==> config.mk <==
export PLATFORM = sky130hd
export DESIGN_NAME = bldm_top
export DESIGN_NICKNAME = d
export VERILOG_FILES = /design/src/rtl/bldm_pkg.sv /design/src/rtl/bldm_decode.sv /design/src/rtl/bldm_lane.sv /design/src/rtl/bldm_rdmux.sv /design/src/rtl/bldm_top.sv
export SDC_FILE = /design/constraint.sdc
export NUM_CORES = 2
export LEC_CHECK = 0
export ABC_CLOCK_PERIOD_IN_PS = 6340
export BUFFER_PORTS_ARGS = -buffer_cell sky130_fd_sc_hd__clkbuf_2
export CELL_PAD_IN_SITES_DETAIL_PLACEMENT = 2
export CELL_PAD_IN_SITES_GLOBAL_PLACEMENT = 2
export CORE_UTILIZATION = 50
export CTS_CLUSTER_SIZE = 16
export DETAILED_ROUTE_END_ITERATION = 16
export PLACE_DENSITY_LB_ADDON = 0.05
export SLEW_MARGIN = 20
export SYNTH_ARGS = -nofsm -noshare
export SYNTH_HDL_FRONTEND = slang
export SYNTH_SLANG_ARGS = --single-unit
export TNS_END_PERCENT = 20
==> constraint.sdc <==
create_clock -name clk -period 6.34 [get_ports clk]
set_clock_uncertainty 0.15 [all_clocks]
set_input_delay 0.317 -clock clk [delete_from_list [all_inputs] [get_ports clk]]
set_output_delay 0.317 -clock clk [all_outputs]
set_load 0.02 [all_outputs]
==> src/rtl/bldm_pkg.sv <==
package bldm_pkg;
  localparam int unsigned LANE_W = 8;
  localparam int unsigned LANES  = 2;

  typedef struct packed {
    logic hit;       // address falls inside the storage window
    logic odd;       // byte address bit 0
    logic misalign;  // word access at an odd address
  } acc_dec_t;
endpackage

==> src/rtl/bldm_decode.sv <==
module bldm_decode
  import bldm_pkg::*;
#(
  parameter int unsigned ADDR_W    = 16,
  parameter int unsigned RAM_BASE  = 16'h1000,
  parameter int unsigned RAM_WORDS = 256,
  parameter int unsigned IDX_W     = 8
) (
  input  logic [ADDR_W-1:0] addr,
  input  logic              byte_mode,
  output acc_dec_t          dec,
  output logic [IDX_W-1:0]  idx
);
  localparam logic [ADDR_W:0]   WIN_LO  = (ADDR_W+1)'(RAM_BASE);
  localparam logic [ADDR_W:0]   WIN_HI  = (ADDR_W+1)'(RAM_BASE + 2 * RAM_WORDS);
  localparam logic [ADDR_W-1:0] BASE_NR = ADDR_W'(RAM_BASE);

  logic [ADDR_W:0]   addr_ext;
  logic [ADDR_W-1:0] offset;

  always_comb begin
    addr_ext     = {1'b0, addr};
    offset       = addr - BASE_NR;
    dec.hit      = (addr_ext >= WIN_LO) && (addr_ext < WIN_HI);
    dec.odd      = addr[0];
    dec.misalign = !byte_mode && addr[0];
    idx          = offset[IDX_W:1];
  end
endmodule

==> src/rtl/bldm_lane.sv <==
module bldm_lane
  import bldm_pkg::*;
#(
  parameter int unsigned DEPTH = 256,
  parameter int unsigned IDX_W = 8
) (
  input  logic              clk,
  input  logic              rst_n,
  input  logic              we,
  input  logic              re,
  input  logic [IDX_W-1:0]  idx,
  input  logic [LANE_W-1:0] wbyte,
  output logic [LANE_W-1:0] rbyte
);
  logic [LANE_W-1:0] mem [DEPTH];
  logic [LANE_W-1:0] rbyte_d;
  logic [LANE_W-1:0] rbyte_q;

  always_ff @(posedge clk) begin
    if (we) mem[idx] <= wbyte;
  end

  always_comb begin
    rbyte_d = rbyte_q;
    if (re) rbyte_d = mem[idx];
  end

  always_ff @(posedge clk or negedge rst_n) begin
    if (!rst_n) rbyte_q <= '0;
    else        rbyte_q <= rbyte_d;
  end

  assign rbyte = rbyte_q;
endmodule

==> src/rtl/bldm_rdmux.sv <==
module bldm_rdmux
  import bldm_pkg::*;
(
  input  logic                    vld,
  input  logic                    hit,
  input  logic                    byte_mode,
  input  logic                    odd,
  input  logic [LANE_W-1:0]       lo_byte,
  input  logic [LANE_W-1:0]       hi_byte,
  output logic [LANES*LANE_W-1:0] rdata
);
  always_comb begin
    rdata = '0;
    if (vld && hit) begin
      if (byte_mode) rdata = {{LANE_W{1'b0}}, (odd ? hi_byte : lo_byte)};
      else           rdata = {hi_byte, lo_byte};
    end
  end
endmodule

==> src/rtl/bldm_top.sv <==
module bldm_top
  import bldm_pkg::*;
#(
  parameter int unsigned ADDR_W    = 16,
  parameter int unsigned RAM_BASE  = 16'h1000,
  parameter int unsigned RAM_WORDS = 256
) (
  input  logic                    clk,
  input  logic                    rst_n,
  input  logic [ADDR_W-1:0]       addr,
  input  logic [LANES*LANE_W-1:0] wdata,
  input  logic                    rd,
  input  logic                    wr,
  input  logic                    byte_mode,
  output logic [LANES*LANE_W-1:0] rdata,
  output logic                    addr_trap
);
  localparam int unsigned IDX_W = $clog2(RAM_WORDS);
  localparam logic [ADDR_W:0] CHK_LO = (ADDR_W+1)'(RAM_BASE);
  localparam logic [ADDR_W:0] CHK_HI = (ADDR_W+1)'(RAM_BASE + 2 * RAM_WORDS);

  acc_dec_t          dec;
  logic [IDX_W-1:0]  idx;
  logic              wr_ok;
  logic [LANES-1:0]  lane_we;
  logic [LANE_W-1:0] lane_wbyte [LANES];
  logic [LANE_W-1:0] lane_rbyte [LANES];

  logic resp_vld_d, resp_vld_q;
  logic resp_hit_d, resp_hit_q;
  logic resp_byte_d, resp_byte_q;
  logic resp_odd_d, resp_odd_q;
  logic trap_d, trap_q;

  bldm_decode #(
    .ADDR_W(ADDR_W), .RAM_BASE(RAM_BASE), .RAM_WORDS(RAM_WORDS), .IDX_W(IDX_W)
  ) u_dec (
    .addr(addr), .byte_mode(byte_mode), .dec(dec), .idx(idx)
  );

  always_comb begin
    wr_ok         = wr && dec.hit && !dec.misalign;
    lane_we[0]    = wr_ok && (!byte_mode || !dec.odd);
    lane_we[1]    = wr_ok && (!byte_mode ||  dec.odd);
    lane_wbyte[0] = wdata[LANE_W-1:0];
    lane_wbyte[1] = byte_mode ? wdata[LANE_W-1:0] : wdata[2*LANE_W-1:LANE_W];
  end

  for (genvar g = 0; g < LANES; g++) begin : g_lane
    bldm_lane #(.DEPTH(RAM_WORDS), .IDX_W(IDX_W)) u_lane (
      .clk(clk), .rst_n(rst_n), .we(lane_we[g]), .re(rd && dec.hit),
      .idx(idx), .wbyte(lane_wbyte[g]), .rbyte(lane_rbyte[g])
    );
  end

  always_comb begin
    resp_vld_d  = rd;
    resp_hit_d  = resp_hit_q;
    resp_byte_d = resp_byte_q;
    resp_odd_d  = resp_odd_q;
    if (rd) begin
      resp_hit_d  = dec.hit;
      resp_byte_d = byte_mode;
      resp_odd_d  = dec.odd;
    end
    trap_d = (rd || wr) && dec.misalign;
  end

  always_ff @(posedge clk or negedge rst_n) begin
    if (!rst_n) begin
      resp_vld_q  <= 1'b0;
      resp_hit_q  <= 1'b0;
      resp_byte_q <= 1'b0;
      resp_odd_q  <= 1'b0;
      trap_q      <= 1'b0;
    end else begin
      resp_vld_q  <= resp_vld_d;
      resp_hit_q  <= resp_hit_d;
      resp_byte_q <= resp_byte_d;
      resp_odd_q  <= resp_odd_d;
      trap_q      <= trap_d;
    end
  end

  bldm_rdmux u_mux (
    .vld(resp_vld_q), .hit(resp_hit_q), .byte_mode(resp_byte_q), .odd(resp_odd_q),
    .lo_byte(lane_rbyte[0]), .hi_byte(lane_rbyte[1]), .rdata(rdata)
  );

  assign addr_trap = trap_q;

  // Input assumption: one operation per cycle
  a_rd_wr_excl: assert property (@(posedge clk) disable iff (!rst_n) !(rd && wr));

  // a trap pulse follows only an odd word access
  a_r5_trap_cause: assert property (@(posedge clk) disable iff (!rst_n)
    addr_trap |-> ($past(rd || wr) && !$past(byte_mode) && $past(addr[0])));

  // a byte write drives at most one lane
  a_r4_one_lane: assert property (@(posedge clk) disable iff (!rst_n)
    (wr && byte_mode) |-> ($countones(lane_we) <= 1));

  // an odd word write never reaches the storage
  a_r7_no_misaligned_write: assert property (@(posedge clk) disable iff (!rst_n)
    (wr && !byte_mode && addr[0]) |-> (lane_we == '0));

  // high byte is clear after a byte read
  a_r3_byte_high_zero: assert property (@(posedge clk) disable iff (!rst_n)
    (rd && byte_mode) |=> (rdata[2*LANE_W-1:LANE_W] == '0));

  // reads outside the window return zero
  a_r8_outside_zero: assert property (@(posedge clk) disable iff (!rst_n)
    (rd && (({1'b0, addr} < CHK_LO) || ({1'b0, addr} >= CHK_HI))) |=> (rdata == '0));

  // no read strobe, no data
  a_r10_idle_zero: assert property (@(posedge clk) disable iff (!rst_n)
    !rd |=> (rdata == '0));
endmodule

==> metrics.md, run 1 <==
| Metric | Value |
|---|---|
| Status | aborted with a tool error |
| Last stage reached | detailed placement (3_5_place_dp) |
| Tool error | [ERROR DPL-0033] detailed placement checks failed during check placement. |
| Largest family of logic cells by synthesized area | multiplexers |
| Flops & latches, synth | 4117 |
| Top_reg_cell synth | edfxtp_1 |
| Synth cell types | 71 |
| Post-Synth Adder-Cell Area | 0 |
| # rows | 207 |
| Dpl hpwl | 339.7 mm |
| Mux cell area share after synthesis | 0.1632 |
| Compound-cell area share of the yosys netlist | 0.02411 |
| Seq/Total Area, Yosys | 0.7722 |
| Top post-synthesis cells by area | edfxtp_1 77%, mux4_2 14%, mux2i_1 2.3%, nor2_1 1.4%, a22oi_1 0.70% |
| Post-synth EDFFs | 4096 |
| Synthesized Nets | 7428 |
| Xor and xnor fraction of the mapped netlist area | 0.00005476 |
| Top-area cell type share of the netlist area | 0.7690 |
| Mapped Avg Cell Area | 21.64 sq um |
| Io pins | 54 |
| Mapped Area | 160000 sq um |
| Synthesis Warnings | 0 |
| GPL Wtd Cong | 0.8575 |
| Post-synth top cells | 4096 x edfxtp_1, 985 x mux4_2, 583 x nor2_1, 361 x mux2i_1, 165 x clkbuf_1 |
| Asr flop ratio synth | 0.005101 |
| Largest area contributor in the netlist | edfxtp_1 |
| Post-synthesis simple-gate area fraction | 0.02397 |
| Initial Util | 0.5029 |
| Cell with the most instances after synthesis | edfxtp_1 |
| Die width | 567.6 um |
| Gate Count Post-Synth | 7391 |
| Die H | 567.6 um |
| Port bufs | 53 |
==> through the flow <==
stage          worst slack [ns]  hold slack, ns  instances  cell area, sq um
2_1_floorplan             3.120         -0.1286       7391            160000
3_3_place_gp              1.228          0.3795      11380            165300
==> logic make-up after synthesis <==
family,after synthesis
mux,1374
buf+inv,463
simple gates,899
xor+xnor,1
compound gates,537
flops,4117
==> inputs of run 2 (changes only) <==
--- a/config.mk
+++ b/config.mk
@@ -7,12 +7,9 @@
 export LEC_CHECK = 0
 export ABC_CLOCK_PERIOD_IN_PS = 6340
 export BUFFER_PORTS_ARGS = -buffer_cell sky130_fd_sc_hd__clkbuf_2
-export CELL_PAD_IN_SITES_DETAIL_PLACEMENT = 2
-export CELL_PAD_IN_SITES_GLOBAL_PLACEMENT = 2
-export CORE_UTILIZATION = 50
-export CTS_CLUSTER_SIZE = 16
+export CORE_UTILIZATION = 35
 export DETAILED_ROUTE_END_ITERATION = 16
-export PLACE_DENSITY_LB_ADDON = 0.05
+export PLACE_DENSITY_LB_ADDON = 0.15
 export SLEW_MARGIN = 20
 export SYNTH_ARGS = -nofsm -noshare
 export SYNTH_HDL_FRONTEND = slang
==> run 2 against run 1 <==
Net effect: the flow now finishes without violations; area after synthesis is the same; synthesized cell count is the same.
==> metrics.md, run 2 <==
| Metric | Value |
|---|---|
| Global routing usage on met2 | 0.3406 |
| Largest Register | g_lane.u_lane.mem |
| Hold depth | 2 |
| Die width | 678.0 um |
| Io pins | 54 |
| R2R Path End | g_lane[1].u_lane.rbyte[5] |
| Port bufs | 53 |
| Unrepaired setup endpoints after global routing | false |
| Inserted Clock Buffers | 442 |
| Clk_lat worst skew | 1.05 ns |
| Grt met1 use | 0.2929 |
| CTS tree | done |
| Clk sinks | 4117 |
| DR WL/cell | 34.59 um |
| Hold Crit Class | input port to register |
| Commonest non-fill, non-tap cell in the layout | edfxtp_1 |
| Initial antenna violation count | 36 |
| Top-area cell type share of the netlist area | 0.7690 |
| CP Launch Type | input port |
| GR peak layer | met2 |
| Clk buf depth | 4 |
| Final Max Slew Viols | 0 |
| Min-Delay Endpoint | g_lane[1].u_lane.mem[171][7] |
| Max_cap viols | 0 |
| Top post-synthesis cells by area | edfxtp_1 77%, mux4_2 14%, mux2i_1 2.3%, nor2_1 1.4%, a22oi_1 0.70% |
| Gate Count Post-Synth | 7391 |
| Max-slew headroom | 0.1627 |
| Commonest non-fill, non-tap cells in the layout | 4096 x edfxtp_1, 985 x mux4_2, 578 x nor2_1, 447 x clkbuf_16, 361 x mux2i_1 |
| CP arrival | 4.53 ns |
| Final worst path period share | 0.6428 |
| Pwr Total | 58630 uW |
| Post-synth EDFFs | 4096 |
| Placement Setup Slack | 1.296 ns |
| Largest net degree at the start of global routing | 188 |
| H-tree levels | 5 |
| Synthesized Nets | 7428 |
| Worst EP required | 6.80 ns |
| Overflow after GRT | 0 |
| Cell Count, Final, Fillers Out | 14200 |
| Initial DRC count | 8645 |
| TNS Setup | 0 ns |
| Final WL | 491.1 mm |
| Status | finished clean |
| Static leakage | 0.05704 uW |
| Post-route setup slack | 2.264 ns |
| # rows | 247 |
| Register clock-pin slew on the reported worst setup and hold paths | 0.06 ns |
| Tot GR Track Use | 0.2100 |
| R2R depth | 7 |
| Post-synth top cells | 4096 x edfxtp_1, 985 x mux4_2, 583 x nor2_1, 361 x mux2i_1, 165 x clkbuf_1 |
| Via density | 5.564 |
| Number of global-route vias before repair | 80790 |
| FMAX | 245.4 MHz |
| Initial Util | 0.3526 |
| Die Area | 459700 sq um |
| Final setup violation count | 0 |
| Layout cells sized above 1 | 0.2649 |
| First-pass iteration count of the detailed router | 6 |
| Dpl hpwl | 307.1 mm |
| Final hold vios | 0 |
| Top_reg_cell synth | edfxtp_1 |
| PwrDens | 319.4 nW/um^2 |
| Cell with the most instances after synthesis | edfxtp_1 |
| Min Tclk post-route | 4.076 ns |
| VDD IR-drop max | 0.2557 mV |
| Placed cell count | 13350 |
| Asr flop ratio synth | 0.005101 |
| Vias | 79000 |
| Worst Setup Path Type | input port to register |
| Seq/Total Area, Yosys | 0.7722 |
| FF-to-FF setup slack | 3.14 ns |
| Largest area contributor in the netlist | edfxtp_1 |
| Die H | 678.0 um |
| Cts repair resizes | 0 |
| Slew @ Worst Pin | 1.252 ns |
| Hold buffers post-CTS | 16 |
| P&R area growth vs syn | 14.77% |
| Synth cell types | 71 |
| Max Fanout on Critical Path | 16 |
| Largest register FFs | 4096 |
| Nets | 7875 |
| Synthesis Warnings | 0 |
| Flops & latches, synth | 4117 |
| Root Driver | clkbuf_16 |
| DRT antenna net count | 0 |
| Worst r2r src | g_lane[1].u_lane.mem[123][5] |
| Mapped Area | 160000 sq um |
| Core ar. | 453700 sq um |
| Met3 usage | 0.03337 |
| Hold path startpoint | wdata[15] |
| Crit end category | register |
| FILL cells | 39940 |
| Fin util | 0.4046 |
| Post-CTS Setup Repair Bufs | 0 |
| Global-route wire length before repair | 678.2 mm |
| DRC | 0 |
| Mapped Avg Cell Area | 21.64 sq um |
| GPL Wtd Cong | 0.8353 |
## run 2: cell counts after synthesis
No cell type changed its count.
## run 2: layout make-up
cell class / count / area, sq um / share of cell area
Antenna cell: 18 / 45.04 / 0.0002454
Tap cell: 5976 / 7477 / 0.04073
Inverter: 5 / 18.77 / 0.0001022
Timing Repair Buffer: 461 / 4019 / 0.02189
Sequential cell: 4117 / 123500 / 0.6729
Clock buffer: 536 / 11600 / 0.06319
Multi-Input combinational cell: 2811 / 34190 / 0.1862
Clock inverter: 274 / 2708 / 0.01475
## run 2: worst max path at each step
stage | from | to | slack (ns) | cells after the start
after floorplan | byte_mode | g_lane[1].u_lane.mem[0][0] | 3.12 | 2
after global placement | addr[13] | g_lane[1].u_lane.mem[186][4] | 0.91 | 8
after detailed placement | addr[13] | g_lane[1].u_lane.mem[73][3] | 1.30 | 8
after CTS | addr[13] | g_lane[1].u_lane.mem[73][6] | 2.37 | 8
after global routing | addr[13] | g_lane[1].u_lane.mem[73][7] | 2.27 | 8
final | addr[13] | g_lane[1].u_lane.mem[73][7] | 2.26 | 8
## run 2: power by group
part	switching, uW	total (uW)	internal, uW
Clock	11000	25600	14600
Combinational	2050	2970	923
Sequential	36.2	30100	30100
Total	13100	58600	45500
## run 2: stage by stage
stage / instance area [sq um] / hold WS (ns)
2_1_floorplan: 160000 / -0.1286
3_3_place_gp: 169000 / 0.3865
3_5_place_dp: 169100 / 0.1646
4_1_cts: 183500 / 0.02504
5_1_grt: 183600 / 0.04241
6_report: 183600 / 0.09386
## run 2: kinds of logic (layout without fill, tap and decap cells)
family          Yosys count  after routing  synth area share
xor+xnor                  1              1        0.00005477
other cells               0             18                 0
flops                  4117           4117            0.7722
compound gates          537            537           0.02411
buf+inv                 463           1276           0.01638
simple gates            899            899           0.02397
mux                    1374           1374            0.1632
## run 2: per-layer routing
layer / wire length [um] / vias to the layer above
li1: - / 31900
met1: 209100 / 43590
met2: 235600 / 2857
met3: 30410 / 648
met4: 15860 / 6
met5: 35 / -
## run 2: worst max-delay path, stage by stage
cell and delay, ns:
clkbuf_2 0.07, or4b_1 0.56, nor4_4 0.67, buf_4 0.26, nand3_1 0.14, nor2_1 0.52
nand2_2 0.88, nor2_1 1.06
(Power assumes the default switching activity.)
